--- src/rtl/trs_pkg.sv ---
package trs_pkg;

    // Words are normalised to this width, MSB-aligned, before matching.
    localparam int NORM_W   = 10;
    localparam int CMP_LSB  = 2;
    localparam int H_POS    = 6;
    localparam int V_POS    = 7;
    localparam int F_POS    = 8;

    typedef enum logic [1:0] {
        SEEK_IDLE  = 2'd0,
        SEEK_ONES  = 2'd1,
        SEEK_ZERO1 = 2'd2,
        SEEK_ZERO2 = 2'd3
    } seek_state_t;

    typedef struct packed {
        logic f;
        logic v;
        logic h;
    } line_state_t;

    localparam line_state_t BLANK_STATE = '{f: 1'b0, v: 1'b1, h: 1'b1};

    function automatic logic word_is_ones(input logic [NORM_W-1:0] w);
        return &w[NORM_W-1:CMP_LSB];
    endfunction

    function automatic logic word_is_zero(input logic [NORM_W-1:0] w);
        return ~|w[NORM_W-1:CMP_LSB];
    endfunction

    function automatic line_state_t decode_sync(input logic [NORM_W-1:0] w);
        line_state_t s;
        s.f = w[F_POS];
        s.v = w[V_POS];
        s.h = w[H_POS];
        return s;
    endfunction

endpackage

--- src/rtl/trs_matcher.sv ---
module trs_matcher
    import trs_pkg::*;
(
    input  logic              clk,
    input  logic              rst,
    input  logic              i_valid,
    input  logic [NORM_W-1:0] i_word,
    output logic              o_hit,
    output line_state_t       o_sync,
    output logic              o_in_ref
);

    seek_state_t state_q;
    seek_state_t state_d;
    logic        ones_w;
    logic        zero_w;

    assign ones_w = word_is_ones(i_word);
    assign zero_w = word_is_zero(i_word);

    always_comb begin
        state_d = state_q;
        o_hit   = 1'b0;
        if (i_valid) begin
            case (state_q)
                SEEK_IDLE:  state_d = ones_w ? SEEK_ONES : SEEK_IDLE;
                SEEK_ONES:  state_d = zero_w ? SEEK_ZERO1 :
                                      (ones_w ? SEEK_ONES : SEEK_IDLE);
                SEEK_ZERO1: state_d = zero_w ? SEEK_ZERO2 :
                                      (ones_w ? SEEK_ONES : SEEK_IDLE);
                SEEK_ZERO2: begin
                    o_hit   = 1'b1;
                    state_d = SEEK_IDLE;
                end
                default:    state_d = SEEK_IDLE;
            endcase
        end
    end

    assign o_sync   = decode_sync(i_word);
    assign o_in_ref = (state_q != SEEK_IDLE) || ones_w;

    always_ff @(posedge clk) begin
        if (rst) begin
            state_q <= SEEK_IDLE;
        end else begin
            state_q <= state_d;
        end
    end

    AST_SEEK_HOLD: assert property (@(posedge clk) disable iff (rst)
        !i_valid |=> $stable(state_q));

    AST_ONES_RESTART: assert property (@(posedge clk) disable iff (rst)
        (i_valid && state_q != SEEK_ZERO2 && ones_w) |=> state_q == SEEK_ONES);

    AST_HIT_RETURNS: assert property (@(posedge clk) disable iff (rst)
        (i_valid && o_hit) |=> state_q == SEEK_IDLE);

endmodule

--- src/rtl/trs_tracker.sv ---
module trs_tracker
    import trs_pkg::*;
#(
    parameter bit YC_MUX = 1'b1
)(
    input  logic        clk,
    input  logic        rst,
    input  logic        i_valid,
    input  logic        i_hit,
    input  line_state_t i_sync,
    input  logic        i_in_ref,
    output logic        o_valid,
    output logic        o_active,
    output logic        o_h,
    output logic        o_v,
    output logic        o_f,
    output logic        o_sol,
    output logic        o_sof,
    output logic        o_anc_y
);

    line_state_t cur_q;
    logic        sol_arm_q;
    logic        sof_arm_q;
    logic        y_phase_q;
    logic        take_ref;
    logic        act_smp;
    logic        luma_smp;
    logic        anc_smp;

    assign take_ref = i_valid && i_hit;
    assign act_smp  = i_valid && !i_in_ref && !cur_q.h && !cur_q.v;

    generate
        if (YC_MUX) begin : g_muxed_luma
            assign luma_smp = y_phase_q;
        end else begin : g_own_luma
            assign luma_smp = 1'b1;
        end
    endgenerate

    assign anc_smp = i_valid && !i_in_ref && cur_q.v && !cur_q.h && luma_smp;

    always_ff @(posedge clk) begin
        if (rst) begin
            cur_q     <= BLANK_STATE;
            sol_arm_q <= 1'b0;
            sof_arm_q <= 1'b0;
            y_phase_q <= 1'b0;
            o_valid   <= 1'b0;
            o_active  <= 1'b0;
            o_sol     <= 1'b0;
            o_sof     <= 1'b0;
            o_anc_y   <= 1'b0;
        end else begin
            o_valid  <= i_valid;
            o_active <= act_smp;
            o_sol    <= act_smp && sol_arm_q;
            o_sof    <= act_smp && sof_arm_q;
            o_anc_y  <= anc_smp;
            if (take_ref) begin
                cur_q     <= i_sync;
                y_phase_q <= 1'b0;
                sol_arm_q <= !i_sync.h && !i_sync.v;
                if (cur_q.v && !i_sync.v && !i_sync.f) begin
                    sof_arm_q <= 1'b1;
                end else if (i_sync.v) begin
                    sof_arm_q <= 1'b0;
                end
            end else begin
                if (i_valid) begin
                    y_phase_q <= ~y_phase_q;
                end
                if (act_smp) begin
                    sol_arm_q <= 1'b0;
                    sof_arm_q <= 1'b0;
                end
            end
        end
    end

    assign o_h = cur_q.h;
    assign o_v = cur_q.v;
    assign o_f = cur_q.f;

    AST_ACTIVE_OPEN: assert property (@(posedge clk) disable iff (rst)
        o_active |-> (!o_h && !o_v));

    AST_SOL_ON_ACTIVE: assert property (@(posedge clk) disable iff (rst)
        o_sol |-> o_active);

    AST_SOF_FIELD0: assert property (@(posedge clk) disable iff (rst)
        o_sof |-> (o_sol && !o_f));

    AST_ANC_IN_VBLANK: assert property (@(posedge clk) disable iff (rst)
        o_anc_y |-> (o_v && !o_h && !o_active));

    AST_IDLE_QUIET: assert property (@(posedge clk) disable iff (rst)
        !i_valid |=> (!o_valid && !o_active && !o_anc_y && !o_sol));

    AST_STATE_HOLD: assert property (@(posedge clk) disable iff (rst)
        !take_ref |=> $stable(cur_q));

endmodule

--- src/rtl/trs_sync_decoder.sv ---
module trs_sync_decoder
    import trs_pkg::*;
#(
    parameter int WIDTH_BITS = 10,
    parameter bit YC_MUX     = 1'b1
)(
    input  logic                  clk,
    input  logic                  rst,
    input  logic                  i_valid,
    input  logic [WIDTH_BITS-1:0] i_data,
    output logic                  o_valid,
    output logic                  o_active,
    output logic                  o_h,
    output logic                  o_v,
    output logic                  o_f,
    output logic                  o_sol,
    output logic                  o_sof,
    output logic                  o_anc_y
);

    localparam int PAD_W = NORM_W - WIDTH_BITS;

    logic [NORM_W-1:0] norm_word;
    logic              hit;
    line_state_t       sync;
    logic              in_ref;

    generate
        if (PAD_W == 0) begin : g_wide_bus
            assign norm_word = i_data;
        end else begin : g_narrow_bus
            assign norm_word = {i_data, {PAD_W{1'b0}}};
        end
    endgenerate

    trs_matcher u_matcher (
        .clk      (clk),
        .rst      (rst),
        .i_valid  (i_valid),
        .i_word   (norm_word),
        .o_hit    (hit),
        .o_sync   (sync),
        .o_in_ref (in_ref)
    );

    trs_tracker #(
        .YC_MUX (YC_MUX)
    ) u_tracker (
        .clk      (clk),
        .rst      (rst),
        .i_valid  (i_valid),
        .i_hit    (hit),
        .i_sync   (sync),
        .i_in_ref (in_ref),
        .o_valid  (o_valid),
        .o_active (o_active),
        .o_h      (o_h),
        .o_v      (o_v),
        .o_f      (o_f),
        .o_sol    (o_sol),
        .o_sof    (o_sof),
        .o_anc_y  (o_anc_y)
    );

endmodule

--- config.mk ---
export PLATFORM = sky130hd
export DESIGN_NAME = trs_sync_decoder
export DESIGN_NICKNAME = d
export VERILOG_FILES = /design/src/rtl/trs_pkg.sv /design/src/rtl/trs_matcher.sv /design/src/rtl/trs_tracker.sv /design/src/rtl/trs_sync_decoder.sv
export SDC_FILE = /design/constraint.sdc
export NUM_CORES = 1
export LEC_CHECK = 0
export BUFFER_PORTS_ARGS = -buffer_cell sky130_fd_sc_hd__buf_2
export CAP_MARGIN = 0
export CORE_AREA = 2 2 39 41
export DETAILED_ROUTE_END_ITERATION = 6
export DIE_AREA = 0 0 41 43
export PLACE_DENSITY = 0.76
export SLEW_MARGIN = 10
export SYNTH_ARGS = -nofsm -noshare
export SYNTH_HDL_FRONTEND = slang
export SYNTH_SLANG_ARGS = --single-unit
--- constraint.sdc ---
create_clock -name clk -period 3.95 [get_ports clk]
set_input_delay 0.5925 -clock clk [delete_from_list [all_inputs] [get_ports clk]]
set_output_delay 0.5925 -clock clk [all_outputs]
set_load 0.005 [all_outputs]
==> impl_results.md, run 1 <==
- Run status: completed
- Final setup fails: 0
- Hold Crit Class: flop to flop
- Post-CTS Setup Bufs: 0
- Sequential area share after synthesis: 48.60%
- WP data required: 4170 ps
- Clock Skew: 8.739 ps
- Max_slew headroom: 74.82%
- Core ar.: 1384 um^2
- GRT Total Usage: 16.65%
- CP Launch Type: input pin
- Initial detailed-routing violation count: 8
- Clock Tree Buf Depth: 2
- WL/cell: 11.97 um
- Vias in the first global route: 472
- RePlAce Congestion: 0.7620
- Static Leak: 0.0002745 uW
- Pins Over Slew Limit: 0
- Gr ovfl total: 0
- Post-synth cell types: 27
- Minimum clock period: 1583 ps
- Horiz. Die Dim: 41 um
- H-tree levels: 1
- CTS tree: yes
- Post-Route WL: 1065 um
- Inst Count DP: 85
- Net Count, Synth: 66
- Row cnt: 14
- Post-route ant nets: 0
- WS Path Type: input pin to flop
- MaxCap Viol Count: 0
- Antenna diodes: 0
- CP peak stage delay: 520 ps
- Final hold viol count: 0
- Final #Nets: 87
- Hold buffers post-CTS: 0
- Clk pin slew, worst setup/hold paths: 70 ps
- Share of cells above drive strength 1: 31.51%
- CTS root buffer: clkbuf_4
- Crit path cell chain: buf_2 -> or4b_4 -> a2111oi_4 -> and2_1
- Die outline area: 1763 um^2
- Power per cell area: 352.1 nW/um^2
- Ys flop type: dfxtp_1
- Worst-path maximum fanout: 8
- Synth async-reset ratio: 0%
- Actual slew at the worst max-slew pin: 368.2 ps
- Die span in y: 43 um
- Fin Setup TNS: 0 ps
- Post-CTS sizing: 0
- RSZ-0062 raised after global routing: false
- FF+latch count, synth: 13
- Synthesized area: 535.5 um^2
- Initial core utilization: 38.70%
- Syn_area_per_cell: 10.10 um^2
- F_max: 0.6318 GHz
- Initial DRT Pass Iterations: 4
- CTS Buf Count: 3
- Warnings from Yosys: 0
- Slowest cell on crit path: or4b_4
- Buf/Inv on CP: 1
- I/O Pins: 21
- DP HPWL: 801.6 um
- Critical path's top delay family: simple AND/OR/NAND/NOR gates
- # DRC: 0
- Largest net degree at the start of global routing: 11
- Global-route wire length before repair: 2007 um
- EDFF count, synth: 0
- Initial antenna violation count: 0
- Fin cells: 89
- Arrival time at the worst endpoint: 1800 ps
- Vias post-DR: 467
- IO buf count: 18
- Clk_lat worst skew: 280 ps
- Via density: 5.247
- Commonest non-fill, non-tap cell in the layout: buf_2
- Most frequent cells in the layout: 18 x buf_2, 13 x dfxtp_1, 3 x nor2b_1, 3 x nor2_1, 3 x clkbuf_4
- Crit path capture type: flop
- Num Clock Sinks: 13
- Part of the cycle the worst path needs: 40.07%
- Synth-to-Final Area Change: 24.07%
- Max VDD drop: 0.0001248 V
- Post-synthesis instance total: 53
==> stage by stage <==
| step | worst slack, ps | hold slack [ps] | instance area (um^2) | utilization, % | total power, uW |
|---|---|---|---|---|---|
| after global placement | 2119 | 442.5 | 638.1 | 46.11 | 153.5 |
| final | 2367 | 463.0 | 664.4 | 48.01 | 233.9 |
| after detailed placement | 2075 | 453.3 | 638.1 | 46.11 | 154.1 |
| after global routing | 2291 | 496.9 | 664.4 | 48.01 | 246.0 |
| after floorplan | 2349 | 429.1 | 535.5 | - | 145.0 |
| after CTS | 2363 | 471.1 | 664.4 | 48.01 | 234.9 |
==> registers in the layout, indices dropped and copies added, names as in the netlist <==
name and count:
u_tracker.luma_smp 1, u_tracker.o_f 1, u_tracker.o_sol 1, u_tracker.sol_arm_q 1, u_matcher.state_q 2, u_tracker.o_sof 1, u_tracker.o_valid 1, u_tracker.o_h 1
u_tracker.sof_arm_q 1, u_tracker.o_anc_y 1, u_tracker.o_active 1, u_tracker.o_v 1
==> power by group <==
group	leakage, uW	internal (uW)	switching [uW]
Clock	0.0000150	39.2	43.6
Combinational	0.000154	7.81	9.03
Sequential	0.000105	133	1.30
Total	0.000275	180	53.9
==> final timing paths <==
check,startpoint,endpoint,slack (ps),cells past startpoint
max,i_valid,u_tracker.o_sol,2370,4
min,u_tracker.sof_arm_q,u_tracker.o_sof,460,1
max reg2reg,u_matcher.state_q[0],u_tracker.o_sol,2440,3
min reg2reg,u_tracker.sof_arm_q,u_tracker.o_sof,460,1
==> metal layers <==
metal / part of all wire [%] / vias up / track usage [%] / wire [um]
met4: 2.2 / 0 / 10.00 / 23
met5: 0 / - / 0 / 0
li1: - / 234 / - / -
met3: 3.4 / 4 / 3.141 / 36
met2: 51 / 16 / 24.06 / 547
met1: 43 / 213 / 21.90 / 457
==> cell families after synthesis <==
group           synth area share (%)
compound gates                 16.36
xor+xnor                       1.636
buf+inv                        2.805
flops                          48.60
mux                            3.738
simple gates                   26.87
==> cell type report <==
cell class                 count  area [um^2]
timing repair buffer          18        90.09
clock buffer                   4        26.28
inverter                       2        7.507
multi-input combinational     36        260.3
fill                         141        719.4
sequential                    13        260.3
tap                           16        20.02
==> synth_stat cells, types with 2 or more instances <==
cell | count | area [um^2]
nor2_1 | 3 | 11.26
a31oi_1 | 2 | 12.51
nand2_1 | 2 | 7.510
inv_1 | 2 | 7.510
nor2b_1 | 3 | 18.77
clkbuf_1 | 2 | 7.510
and2_1 | 2 | 12.51
mux2i_1 | 2 | 20.02
nor3_1 | 2 | 10.01
a21oi_1 | 2 | 10.01
and4_1 | 2 | 17.52
nor4_1 | 2 | 12.51
dfxtp_1 | 13 | 260.3
Note: power is estimated with default switching activity, not from simulation.
==> run 2, diff against run 1 <==
clock period = 1.6 ns   (was 3.95 ns; I/O delays follow)
==> run 2 against run 1 <==
Effect of this change: via count is 0.43% higher; worst setup slack worse by 2300 ps; worst hold slack worse by 220 ps.
==> impl_results.md, run 2 (synthesis results as in run 1) <==
- Sw frac: 21.80%
- Design area: 671.9 um^2
- Initial core utilization: 38.70%
- Power Total: 570.3 uW
- Pre-CTS setup slack: 104.5 ps
- Post-CTS sizing: 0
- Internal: 446.0 uW
- MaxCap Viol Count: 0
- Combinational fraction of design power: 7.8%
- Initial antenna violation count: 0
- Via density: 5.211
- Post-CTS Setup Bufs: 0
- Fin Setup TNS: 0 ps
- Crit path capture type: flop
- Vias in the first global route: 415
- DP Area: 645.6 um^2
- Post-Route WL: 1131 um
- WP data required: 1750 ps
- Commonest non-fill, non-tap cell in the layout: buf_2
- Initial DRT Pass Iterations: 4
- Power per cell area: 848.8 nW/um^2
- Hold Crit Class: input pin to flop
- Static Leak: 0.0002793 uW
- Switch Pwr: 124.3 uW
- Most frequent cells in the layout: 18 x buf_2, 13 x dfxtp_1, 3 x nor2b_1, 3 x nor2_1, 3 x clkbuf_4
- Horiz. Die Dim: 41 um
- Minimum clock period: 1515 ps
- F_max: 0.6602 GHz
- Clock share of power: 34.0%
- H-tree levels: 1
- Clk_lat worst skew: 270 ps
- Max VDD drop: 0.0005432 V
- Die outline area: 1763 um^2
- I/O Pins: 21
- CP peak stage delay: 580 ps
- Final setup fails: 0
- CTS Buf Count: 3
- Slowest cell on crit path: or4b_4
- CTS root buffer: clkbuf_4
- Crit path cell chain: or4b_4 -> a211oi_1 -> nor3b_1
- IO buf count: 18
- RSZ-0062 raised after global routing: false
- Final worst slack: 85.31 ps
- Share of cells above drive strength 1: 32.43%
- RePlAce Congestion: 0.7623
- Pins Over Slew Limit: 0
- Actual slew at the worst max-slew pin: 356.6 ps
- Synth-to-Final Area Change: 25.47%
- Final hold viol count: 0
- Num Clock Sinks: 13
- Gr ovfl total: 0
- WS Path Type: flop to flop
- Worst-path maximum fanout: 5
- CTS tree: yes
- Arrival time at the worst endpoint: 1660 ps
- DP HPWL: 867 um
- Largest net degree at the start of global routing: 11
- Core ar.: 1384 um^2
- Final #Nets: 88
- # DRC: 0
- Clock Tree Buf Depth: 2
- GRT Total Usage: 15.51%
- Die span in y: 43 um
- Max_slew headroom: 76.08%
- Final design utilization: 48.55%
- Clk pin slew, worst setup/hold paths: 70 ps
- CP Launch Type: flop
- Post-route ant nets: 0
- Clock Skew: 2.464 ps
- Vias post-DR: 469
- Reg with most FFs: u_matcher.state_q
- Register share of total power: 58.2%
- Part of the cycle the worst path needs: 94.67%
- Run status: completed
- Antenna diodes: 0
- Row cnt: 14
- Initial detailed-routing violation count: 6
- WL/cell: 12.57 um
- Largest register FFs: 2
- Global-route wire length before repair: 1821 um
- Hold buffers post-CTS: 0
[run 2: through the flow]
stage	hold WS, ps	instances
floorplan	338.0	53
global route	238.6	90
CTS	218.3	90
detailed placement	463.9	86
finish	238.3	90
global placement	443.4	86
[run 2: power by group through the flow]
stage / logic, uW / registers [uW] / clock network [uW]
2_1_floorplan: 19.0 / 339 / 0
3_3_place_gp: 41.7 / 339 / 0
3_5_place_dp: 43.4 / 340 / 0
4_1_cts: 43.6 / 332 / 206
5_1_grt: 49.5 / 333 / 221
6_report: 44.3 / 332 / 194
[run 2: critical path: cells and delay by family, from the launching register on]
kind | cells | cell delay (ps)
AOI/OAI and AO/OA | 1 | 360
and+or+nand+nor | 2 | 690
DFF | 1 | 340
[run 2: layout make-up]
| cell class | instances | area [um^2] |
|---|---|---|
| fill | 141 | 711.9 |
| sequential | 13 | 260.3 |
| multi-input combinational | 36 | 260.3 |
| timing repair buffer | 19 | 97.59 |
| clock buffer | 4 | 26.28 |
| tap | 16 | 20.02 |
| inverter | 2 | 7.507 |
[run 2: layer usage]
| metal | GRT usage, % | vias to the layer above | part of all wire [%] |
|---|---|---|---|
| met5 | 0 | - | 0 |
| met4 | 8.000 | 0 | 0 |
| met3 | 6.283 | 0 | 5.2 |
| met2 | 23.13 | 13 | 52 |
| met1 | 18.18 | 218 | 42 |
| li1 | - | 238 | - |
[run 2: path summary, 6_finish.rpt]
kind,slack (ps),endpoint,depth (start not counted),from
setup / recovery,90,u_tracker.sof_arm_q,3,u_matcher.state_q[0]
hold / removal,240,u_tracker.o_h,2,i_data[6]
setup reg to reg,90,u_tracker.sof_arm_q,3,u_matcher.state_q[0]
hold reg to reg,470,u_tracker.o_sol,1,u_tracker.sol_arm_q
==> run 3, diff against run 2 <==
RECOVER_POWER = 100   (was unset)
==> run 3 against run 2 <==
Effect of this change: power up 0.13%; sequential share of layout area up 0.59 points; non-clock buffer count unchanged.
==> impl_results.md, run 3 (synthesis results as in run 1) <==
- Static Leak: 0.0002534 uW
- CTS Buf Count: 3
- Via density: 5.211
- I/O Pins: 21
- CTS tree: yes
- RSZ-0062 raised after global routing: false
- Actual slew at the worst max-slew pin: 352.6 ps
- Share of cells above drive strength 1: 24.32%
- Worst-path maximum fanout: 5
- Buf/Inv on CP: 0
- CTS root buffer: clkbuf_4
- DP Area: 645.6 um^2
- Initial detailed-routing violation count: 6
- # DRC: 0
- WL/cell: 12.57 um
- Hold Crit Class: input pin to flop
- Antenna diodes: 0
- Row cnt: 14
- Crit path capture type: flop
- Max_slew headroom: 76.35%
- Crit path cell chain: or4b_4 -> a211oi_1 -> nor3b_1
- Vias in the first global route: 415
- Slowest cell on crit path: or4b_4
- Inst Count DP: 86
- Clock Tree Buf Depth: 2
- WS Path Type: flop to flop
- Power per cell area: 862.7 nW/um^2
- Num Clock Sinks: 13
- MaxCap Viol Count: 0
- Largest net degree at the start of global routing: 11
- Pins Over Slew Limit: 0
- Post-CTS sizing: 0
- Post-CTS Setup Bufs: 0
- Fin Setup TNS: 0 ps
- CP peak stage delay: 570 ps
- CP Launch Type: flop
- GRT Total Usage: 15.51%
- H-tree levels: 1
- Gr ovfl total: 0
- Core ar.: 1384 um^2
- Design area: 661.9 um^2
- Most frequent cells in the layout: 13 x buf_2, 13 x dfxtp_1, 7 x clkbuf_1
- Hold buffers post-CTS: 0
- Global-route wire length before repair: 1821 um
- DP HPWL: 867 um
- Fin cells: 90
- Arrival time at the worst endpoint: 1660 ps
- Reg with most FFs: u_matcher.state_q
- IO buf count: 18
- Final setup fails: 0
- Initial core utilization: 38.70%
- Part of the cycle the worst path needs: 94.21%
- Largest register FFs: 2
- Post-route ant nets: 0
- Horiz. Die Dim: 41 um
- Die span in y: 43 um
- Final #Nets: 88
- Synth-to-Final Area Change: 23.60%
- WP data required: 1750 ps
- Clock Skew: 2.460 ps
- Clk_lat worst skew: 270 ps
- Run status: completed
- Final hold viol count: 0
- RePlAce Congestion: 0.7623
- F_max: 0.6634 GHz
- Max VDD drop: 0.0005430 V
- Initial antenna violation count: 0
- Initial DRT Pass Iterations: 4
- Post-Route WL: 1131 um
- Vias post-DR: 469
- Critical path's top delay family: simple AND/OR/NAND/NOR gates
- Die outline area: 1763 um^2
- Clk pin slew, worst setup/hold paths: 70 ps
- Minimum clock period: 1507 ps
-- run 3: cell types whose count changed in the layout (fill, tap and decap cells not counted) --
cell / before / now
buf_2: 18 / 13
buf_4: 1 / 0
clkbuf_1: 1 / 7
and2_0: 0 / 1
and2_1: 2 / 1
-- run 3: power breakdown --
part           switching (uW)  total [uW]  internal [uW]
Clock                    99.7         196           96.8
Combinational            23.1        42.5           19.4
Sequential               3.52         332            329
-- run 3: final timing paths --
path | endpoint | start | cells after the start | slack, ps
worst max register to register | u_tracker.sof_arm_q | u_matcher.state_q[0] | 3 | 90
worst min register to register | u_tracker.o_sol | u_tracker.sol_arm_q | 1 | 470
worst min-delay path | u_tracker.o_h | i_data[6] | 2 | 230
worst max-delay path | u_tracker.sof_arm_q | u_matcher.state_q[0] | 3 | 90
-- run 3: routing by layer --
metal  up-vias  track usage [%]  share of wire, %
met2        16            23.13                52
met4         0            8.000              0.71
li1        238                -                 -
met1       212            18.18                40
met5         -                0                 0
met3         3            6.283               6.6
-- run 3: cell type report --
cell class	count	area [um^2]
inverters	2	7.507
well taps	16	20.02
repair buffers	19	87.58
fillers	145	721.9
clock buffers	4	26.28
flip-flops and latches	13	260.3
multi-input cells	36	260.3
-- run 3: through the flow --
step / setup WS (ps) / util (%) / hold slack (ps) / total power (uW)
floorplan: 190.7 / - / 338.0 / 358.0
global placement: 138.8 / 46.65 / 443.4 / 380.8
detailed placement: 104.5 / 46.65 / 463.9 / 383.0
CTS: 96.21 / 48.55 / 218.3 / 581.1
global route: 20.20 / 47.83 / 238.6 / 601.3
finish: 92.63 / 47.83 / 226.2 / 571.0
